File: config.mk
export PLATFORM = sky130hd
export DESIGN_NAME = conv_trig_gen
export DESIGN_NICKNAME = d
export VERILOG_FILES = /design/src/rtl/conv_trig_pkg.sv /design/src/rtl/trig_edge_sync.sv /design/src/rtl/trig_period_timer.sv /design/src/rtl/trig_continuous.sv /design/src/rtl/conv_trig_gen.sv
export SDC_FILE = /design/constraint.sdc
export NUM_CORES = 1
export LEC_CHECK = 0
export ABC_AREA = 1
export CAP_MARGIN = 0
export CORE_MARGIN = 2
export CORE_UTILIZATION = 30
export CTS_CLUSTER_SIZE = 16
export DETAILED_ROUTE_END_ITERATION = 8
export GPL_TIMING_DRIVEN = 0
export SYNTH_ARGS = -nofsm -noshare
export SYNTH_HDL_FRONTEND = slang
export SYNTH_HIERARCHICAL = 1
export SYNTH_SLANG_ARGS = --single-unit
File: constraint.sdc
create_clock -name clk_i -period 1.7 [get_ports clk_i]
set_clock_uncertainty 0.05 [all_clocks]
set_input_delay 0.17 -clock clk_i [delete_from_list [all_inputs] [get_ports clk_i]]
set_output_delay 0.17 -clock clk_i [all_outputs]
set_load 0.02 [all_outputs]
File: src/rtl/conv_trig_pkg.sv
package conv_trig_pkg;
  typedef enum logic [2:0] {
    TM_SOFT   = 3'd0,
    TM_RISE   = 3'd1,
    TM_FALL   = 3'd2,
    TM_ANY    = 3'd3,
    TM_PEN    = 3'd4,
    TM_PERIOD = 3'd5,
    TM_CONT   = 3'd6,
    TM_RSVD   = 3'd7
  } trig_mode_e;
endpackage

File: src/rtl/trig_edge_sync.sv
module trig_edge_sync #(
  parameter int STAGES = 2
) (
  input  logic clk_i,
  input  logic rst_ni,
  input  logic line_i,
  output logic rise_o,
  output logic fall_o
);
  logic [STAGES-1:0] sync_q;
  logic              prev_q;

  always_ff @(posedge clk_i or negedge rst_ni) begin
    if (!rst_ni) begin
      sync_q <= '0;
      prev_q <= 1'b0;
    end else begin
      sync_q <= {sync_q[STAGES-2:0], line_i};
      prev_q <= sync_q[STAGES-1];
    end
  end

  assign rise_o = sync_q[STAGES-1] & ~prev_q;
  assign fall_o = ~sync_q[STAGES-1] & prev_q;

  AST_EDGE_NO_REPEAT: assert property (@(posedge clk_i) disable iff (!rst_ni)
    (rise_o || fall_o) |=> !(rise_o && $past(rise_o)) && !(fall_o && $past(fall_o)));
endmodule

File: src/rtl/trig_period_timer.sv
module trig_period_timer #(
  parameter int PERIOD_W = 16
) (
  input  logic                clk_i,
  input  logic                rst_ni,
  input  logic                en_i,
  input  logic [PERIOD_W-1:0] period_i,
  output logic                hit_o
);
  logic [PERIOD_W-1:0] cnt_q;

  assign hit_o = en_i && (cnt_q == '0);

  always_ff @(posedge clk_i or negedge rst_ni) begin
    if (!rst_ni)               cnt_q <= '0;
    else if (!en_i || hit_o)   cnt_q <= period_i;
    else                       cnt_q <= cnt_q - 1'b1;
  end

  AST_PERIOD_RELOAD: assert property (@(posedge clk_i) disable iff (!rst_ni)
    hit_o |=> cnt_q == $past(period_i));
endmodule

File: src/rtl/trig_continuous.sv
module trig_continuous (
  input  logic clk_i,
  input  logic rst_ni,
  input  logic en_i,
  input  logic done_i,
  output logic hit_o
);
  logic en_q;

  always_ff @(posedge clk_i or negedge rst_ni) begin
    if (!rst_ni) en_q <= 1'b0;
    else         en_q <= en_i;
  end

  // one pulse on entry, then one per completed conversion
  assign hit_o = en_i && (!en_q || done_i);

  AST_CONT_ENTRY: assert property (@(posedge clk_i) disable iff (!rst_ni)
    (en_i && !en_q) |=> en_q);
endmodule

File: src/rtl/conv_trig_gen.sv
module conv_trig_gen
  import conv_trig_pkg::*;
#(
  parameter int MODE_W      = 3,
  parameter int PERIOD_W    = 16,
  parameter int SYNC_STAGES = 2
) (
  input  logic                clk_i,
  input  logic                rst_ni,
  input  logic [MODE_W-1:0]   trig_mode_i,
  input  logic [PERIOD_W-1:0] period_i,
  input  logic                sw_start_i,
  input  logic                ext_trig_i,
  input  logic                pen_evt_i,
  input  logic                pen_en_i,
  input  logic                conv_done_i,
  output logic                start_o
);
  trig_mode_e mode;
  logic ext_rise, ext_fall, per_hit, cont_hit, hw_hit, start_q;

  assign mode = trig_mode_e'(trig_mode_i);

  trig_edge_sync #(.STAGES(SYNC_STAGES)) u_sync (
    .clk_i (clk_i), .rst_ni(rst_ni), .line_i(ext_trig_i),
    .rise_o(ext_rise), .fall_o(ext_fall)
  );

  trig_period_timer #(.PERIOD_W(PERIOD_W)) u_timer (
    .clk_i(clk_i), .rst_ni(rst_ni), .en_i(mode == TM_PERIOD),
    .period_i(period_i), .hit_o(per_hit)
  );

  trig_continuous u_cont (
    .clk_i(clk_i), .rst_ni(rst_ni), .en_i(mode == TM_CONT),
    .done_i(conv_done_i), .hit_o(cont_hit)
  );

  always_comb begin
    unique case (mode)
      TM_RISE:   hw_hit = ext_rise;
      TM_FALL:   hw_hit = ext_fall;
      TM_ANY:    hw_hit = ext_rise | ext_fall;
      TM_PEN:    hw_hit = pen_en_i & pen_evt_i;
      TM_PERIOD: hw_hit = per_hit;
      TM_CONT:   hw_hit = cont_hit;
      default:   hw_hit = 1'b0;
    endcase
  end

  always_ff @(posedge clk_i or negedge rst_ni) begin
    if (!rst_ni) start_q <= 1'b0;
    else         start_q <= sw_start_i | hw_hit;
  end

  assign start_o = start_q;

  AST_SW_START: assert property (@(posedge clk_i) disable iff (!rst_ni)
    sw_start_i |=> start_o);
  AST_SOFT_ONLY: assert property (@(posedge clk_i) disable iff (!rst_ni)
    ((trig_mode_i == 3'd0 || trig_mode_i == 3'd7) && !sw_start_i) |=> !start_o);
  AST_PEN_GATED: assert property (@(posedge clk_i) disable iff (!rst_ni)
    (trig_mode_i == 3'd4 && !pen_en_i && !sw_start_i) |=> !start_o);
  AST_PEN_FIRE: assert property (@(posedge clk_i) disable iff (!rst_ni)
    (trig_mode_i == 3'd4 && pen_en_i && pen_evt_i) |=> start_o);
  AST_CONT_DONE: assert property (@(posedge clk_i) disable iff (!rst_ni)
    (trig_mode_i == 3'd6 && conv_done_i) |=> start_o);
endmodule

==> results of run 1 <==
-- cells by family (layout without fill, tap and decap cells) --
family / count (synthesis) / in the layout / share of synthesized area (%)
AND/OR/NAND/NOR: 126 / 126 / 42.2
XOR/XNOR: 5 / 5 / 3.25
adder cells (fa/ha/maj): 1 / 1 / 0.929
flip-flops: 21 / 21 / 39.0
buffers and inverters: 26 / 56 / 9.29
AO/OA/AOI/OAI: 9 / 9 / 5.30
-- sequential cells by signal, indices dropped and copies added, names as in the netlist --
name           cells
u_timer/cnt_q     16
start_o            1
u_sync/prev_q      1
u_sync/sync_q      2
u_cont/en_q        1
-- power by group through the flow --
stage	Sequential (mW)	Clock [mW]	Combinational, mW
finish	0.571	0.328	0.242
global route	0.577	0.354	0.277
CTS	0.570	0.336	0.238
detailed placement	0.580	0	0.237
global placement	0.579	0	0.235
floorplan	0.573	0	0.140
-- final timing paths --
kind / to / depth (start not counted)
hold / removal: u_sync/sync_q[0] / 1
min in group asynchronous: u_sync/sync_q[0] / 1
max in group asynchronous: u_timer/cnt_q[5] / 1
setup / recovery: start_o / 10
setup reg to reg: start_o / 10
hold reg to reg: u_sync/sync_q[1] / 0
-- metrics by stage --
step / std cells / setup TNS [ns] / instance area, µm² / hold slack [ns] / setup slack [ns]
floorplan: 188 / 0 / 1350 / -0.176 / 0.210
global placement: 266 / -1.55 / 1670 / 0.284 / -0.153
detailed placement: 266 / -1.84 / 1670 / 0.297 / -0.183
CTS: 270 / 0 / 1720 / 0.292 / 0.0239
global route: 270 / 0 / 1740 / 0.301 / 0.0384
finish: 270 / 0 / 1740 / 0.298 / 0.184
-- cell type report --
| type | count | area (µm²) | area share [%] |
|---|---|---|---|
| clock buffers | 4 | 45.0 | 2.59 |
| inverters | 23 | 86.3 | 4.97 |
| plain buffers | 3 | 38.8 | 2.23 |
| flip-flops and latches | 21 | 526 | 30.3 |
| well taps | 52 | 65.1 | 3.75 |
| multi-input cells | 141 | 716 | 41.2 |
| repair buffers | 26 | 260 | 15.0 |
-- layout by cell type (no fill, tap or decap), types with 3 or more instances in the layout --
cell type / n
dfrtp_1: 21
clkdlybuf4s50_1: 26
nand2_1: 77
nand2_4: 3
inv_1: 21
xor2_1: 3
o21ai_2: 4
nor2_2: 3
nand3_1: 10
nor2_1: 20
clkbuf_8: 3
a21oi_2: 3
nand2_2: 7
-- synthesized netlist by cell type --
cell / count
a21oi_2: 3
buf_12: 1
buf_4: 1
buf_6: 1
dfrtp_1: 21
ha_1: 1
inv_1: 22
inv_2: 1
nand2_1: 77
nand2_2: 7
nand2_4: 3
nand3_1: 10
nand3b_1: 1
nor2_1: 21
nor2_2: 2
nor2_4: 2
nor2_8: 1
nor3_1: 2
o21ai_0: 2
o21ai_2: 4
xnor2_1: 2
xor2_1: 3
-- per-layer routing --
layer	share of wire (%)	GRT usage, %
met5	0	0
met4	0.82	3.14
met3	3.9	2.42
met2	48	20.8
met1	47	15.7
-- timing repair --
| item | in CTS | in global routing |
|---|---|---|
| hold buffers | 0 | 0 |
| setup endpoints to repair | 0 | 17 |
| gates resized for setup | 0 | 5 |
-- worst register-to-register path, stage by stage, from the launching register on --
cell	delay (ns)
dfrtp_1	0.44
inv_2	0.12
ha_4	0.18
nand2_4	0.09
nor2_8	0.16
nand2_4	0.07
nor2_1	0.11
a21oi_2	0.07
nand2_1	0.06
nand3_1	0.07
nand2_1	0.06
==> flow_summary.ini, run 1 <==
[floorplanning]
die_width_um = 71.0
rows = 24
die-height_um = 71.0
core_region_area_um2 = 4320
ios = 27
dieArea_um2 = 5040
start_util_pct = 31.1

[detailed_routing]
wire_per_inst_um = 9.98
drtPass1Iterations = 4
drtIter0Drc = 33
avgViaCountPerCell = 4.34
drc_errors = 0
dr_total_vias = 1171
routed_wl_um = 2700
antenna_left = 0

[job]
max_cap_violations = 0

[synthesis]
synth.area.top_cells = dfrtp_1, nand2_1, inv_1
syn_area_per_cell_um2 = 7.16
synth_area_um2 = 1350
ys_seq_elements = 21
synth_top_area_share_pct = 39.0
ys_seq_area_share_pct = 39.0
netlist_instances = 188
yosysTopAreaCell = dfrtp_1
yosys_warnings = 6
synth_nets = 215
ys_types = 22

[final_layout]
synthToLayoutAreaGrowth_pct = 29.0
n_antenna_cell = 0
final_util_pct = 40.2
drive_gt1_share_pct = 15.1
fill_cells = 486
fin_nets = 246

[pwr]
irDropWorstVdd_v = 0.000291
pwr-share-comb_pct = 21.2
power_frac_seq_pct = 50.1
switching_power_mw = 0.317
power.density_nw_per_um2 = 657
pwr-share-clk_pct = 28.7
leakagePower_nw = 0.868
p_total_mw = 1.14
p_int_mw = 0.823
sw_frac_of_total_pct = 27.8

[timing]
hold_violations = 0
grt_setup_unrepaired = false
min_period_ns = 1.52
finalCritPeriodShare_pct = 89.2
slew_headroom_pct = 35.8
worst_slew_pin_slew_ns = 0.961
slew_viol_final = 0
max_freq_mhz = 660
setup_viol = 0

[clocking]
cts_setup_buffers = 0
cts_buffers = 3
htree_levels = 1
clock_latency_ns = 0.26
numClockSinks = 21
cts_max_path_buffers = 2
clk_pin_slew_ns = 0.07
cts_root_buf = clkbuf_8
cts_tree = yes

[global_route]
grt_antenna_before_repair = 0
gr-total-overflow = 0
track_usage_pct = 12.1
grt_pass1_vias = 1180
grt_pass1_wl_um = 4920
grt_max_degree = 22

[placed_design]
numPortBuffers = 26
routabilityCongestion = 0.849
hpwlAfterDp_um = 2140

[critical_path]
slowest_stage = dfrtp_1
crit_arrival_ns = 1.67
path_buf_inv = 1
path_cells = inv_2, ha_4, nand2_4, nor2_8, nand2_4, nor2_1, a21oi_2, nand2_1, nand3_1, nand2_1
cp_max_fo = 5
r2r_setup_slack_ns = 0.18
critPathLaunchType = flip-flop
path_delay_family = simple AND/OR/NAND/NOR gates
rr_startpoint = u_timer/cnt_q[0]
path_class = reg -> reg
cpPeakStageDelay_ns = 0.44
crit_path_end_kind = flip-flop
startpoint = u_timer/cnt_q[0]
critPathRequiredTime_ns = 1.85

[hold_path]
hold_path.startpoint = ext_trig_i
worstHoldPathType = in -> reg

[status]
outcome = finished, final reports clean
Note: power is estimated with default switching activity, not from simulation.
==> run 2, diff against run 1 <==
--- a/config.mk
+++ b/config.mk
@@ -7,7 +7,7 @@
 export LEC_CHECK = 0
 export ABC_AREA = 1
 export CAP_MARGIN = 0
-export CORE_MARGIN = 2
+export CORE_MARGIN = 10
 export CORE_UTILIZATION = 30
 export CTS_CLUSTER_SIZE = 16
 export DETAILED_ROUTE_END_ITERATION = 8
==> flow_summary.ini, run 2 (synthesis gave the netlist of run 1 again) <==
[detailed_routing]
antenna_left = 0
routed_wl_um = 2900
drc_errors = 0
m1WireLength_um = 1320
route.met3.wl_um = 117
drtPass1Iterations = 4
dr.max_layer_used = met4
drtIter0Drc = 64
dr_total_vias = 1158
wire_per_inst_um = 10.7
avgViaCountPerCell = 4.29
routed-wl-met2_um = 1450

[critical_path]
reg2regPathDepth = 10
critPathLaunchType = flip-flop
rr_startpoint = u_timer/cnt_q[0]
cp_max_fo = 5
r2r_setup_slack_ns = 0.21
crit_arrival_ns = 1.64
rr_endpoint = start_o
critPathRequiredTime_ns = 1.85
startpoint = u_timer/cnt_q[0]
crit_path_end_kind = flip-flop
path_class = reg -> reg

[hold_path]
hold_path_end = u_sync/sync_q[0]
hold_path.startpoint = ext_trig_i
worstHoldPathType = in -> reg
holdPathStages = 1

[final_layout]
final_common_cell = nand2_1
max_flop_register = u_timer/cnt_q
final_cell_count_no_fill = 270
final_cell_mix = nand2_1, clkdlybuf4s50_1, inv_1, dfrtp_1, nor2_1
drive_gt1_share_pct = 14.7
fin_nets = 246
synthToLayoutAreaGrowth_pct = 28.8
largestRegisters = u_timer/cnt_q (16), u_sync/sync_q (2)
largest_reg_flops = 16
n_antenna_cell = 0

[floorplanning]
start_util_pct = 30.9
dieArea_um2 = 7570
core_region_area_um2 = 4350
die_width_um = 87.0
ios = 27
rows = 24
die-height_um = 87.0

[timing]
worst_hold_slack_ns = 0.297
worst_slew_pin_slew_ns = 0.959
slew_viol_final = 0
slew_headroom_pct = 35.9
max_freq_mhz = 670
setup_viol = 0
finalCritPeriodShare_pct = 87.8
hold_violations = 0
grt_setup_unrepaired = false
min_period_ns = 1.49

[clocking]
hold_buffers = 0
cts_tree = yes
clk_pin_slew_ns = 0.08
postCtsResizedCells = 0
htree_levels = 1
cts_buffers = 3
cts_max_path_buffers = 2
numClockSinks = 21
clock_latency_ns = 0.26
cts_root_buf = clkbuf_8
cts_setup_buffers = 0

[status]
outcome = finished, final reports clean

[pwr]
power_frac_seq_pct = 50.0
power.density_nw_per_um2 = 658
pwr-share-comb_pct = 21.1
leakagePower_nw = 0.868
p_int_mw = 0.823
switching_power_mw = 0.317
irDropWorstVdd_v = 0.000212
pwr-share-clk_pct = 28.9
sw_frac_of_total_pct = 27.8

[global_route]
grt_max_degree = 22
grt_pass1_vias = 1245
gr-total-overflow = 0
grt_pass1_wl_um = 5360
grt_antenna_before_repair = 0
track_usage_pct = 8.66

[placed_design]
numPortBuffers = 26
routabilityCongestion = 0.818
hpwlAfterDp_um = 2340
place_inst = 266

[job]
max_cap_violations = 0
==> run 2: cell counts in the layout (fill, tap and decap cells not counted) <==
Identical to the previous run, type by type.
==> run 2: metrics by stage <==
step / instance area, µm² / TNS, ns / setup slack (ns) / util [%] / total power [mW]
after floorplan: 1350 / 0 / 0.210 / - / 0.713
after global placement: 1670 / -1.47 / -0.145 / 38.4 / 0.813
after detailed placement: 1670 / -1.50 / -0.158 / 38.4 / 0.818
after CTS: 1720 / 0 / 0.0156 / 39.4 / 1.16
after global routing: 1730 / 0 / 0.0549 / 39.8 / 1.22
final: 1730 / 0 / 0.208 / 39.8 / 1.14
==> run 2: metal layers <==
layer	vias to the layer above	GRT usage (%)
met5	-	0
met4	0	3.09
met3	2	2.06
met2	17	15.1
met1	511	9.97
li1	628	-
==> run 2: critical path, cell delays in order (launching register included) <==
cell and delay [ns]:
dfrtp_1 0.42, inv_2 0.12, ha_4 0.18, nand2_4 0.08, nor2_8 0.15, nand2_4 0.07, nor2_1 0.12, a21oi_2 0.07
nand2_1 0.06, nand3_1 0.06, nand2_1 0.05
==> run 2: worst max path at each step <==
stage	end	slack [ns]
final	start_o	0.21
after global routing	start_o	0.05
after CTS	start_o	0.02
after detailed placement	u_timer/cnt_q[9]	-0.16
after global placement	u_timer/cnt_q[3]	-0.15
after floorplan	start_o	0.21
==> run 2: power groups by stage <==
stage | Sequential (mW) | Clock, mW | Combinational (mW)
final | 0.570 | 0.329 | 0.241
after global routing | 0.577 | 0.363 | 0.278
after CTS | 0.570 | 0.346 | 0.239
after detailed placement | 0.580 | 0 | 0.238
after global placement | 0.579 | 0 | 0.235
after floorplan | 0.573 | 0 | 0.140
==> run 2: layout make-up <==
type	instances	area, µm²
Clock buffer	4	45.0
Tap cell	52	65.1
Inverter	23	86.3
Multi-Input combinational cell	141	713
Timing Repair Buffer	26	260
Fill cell	448	2620
Sequential cell	21	526
Buffer	3	38.8
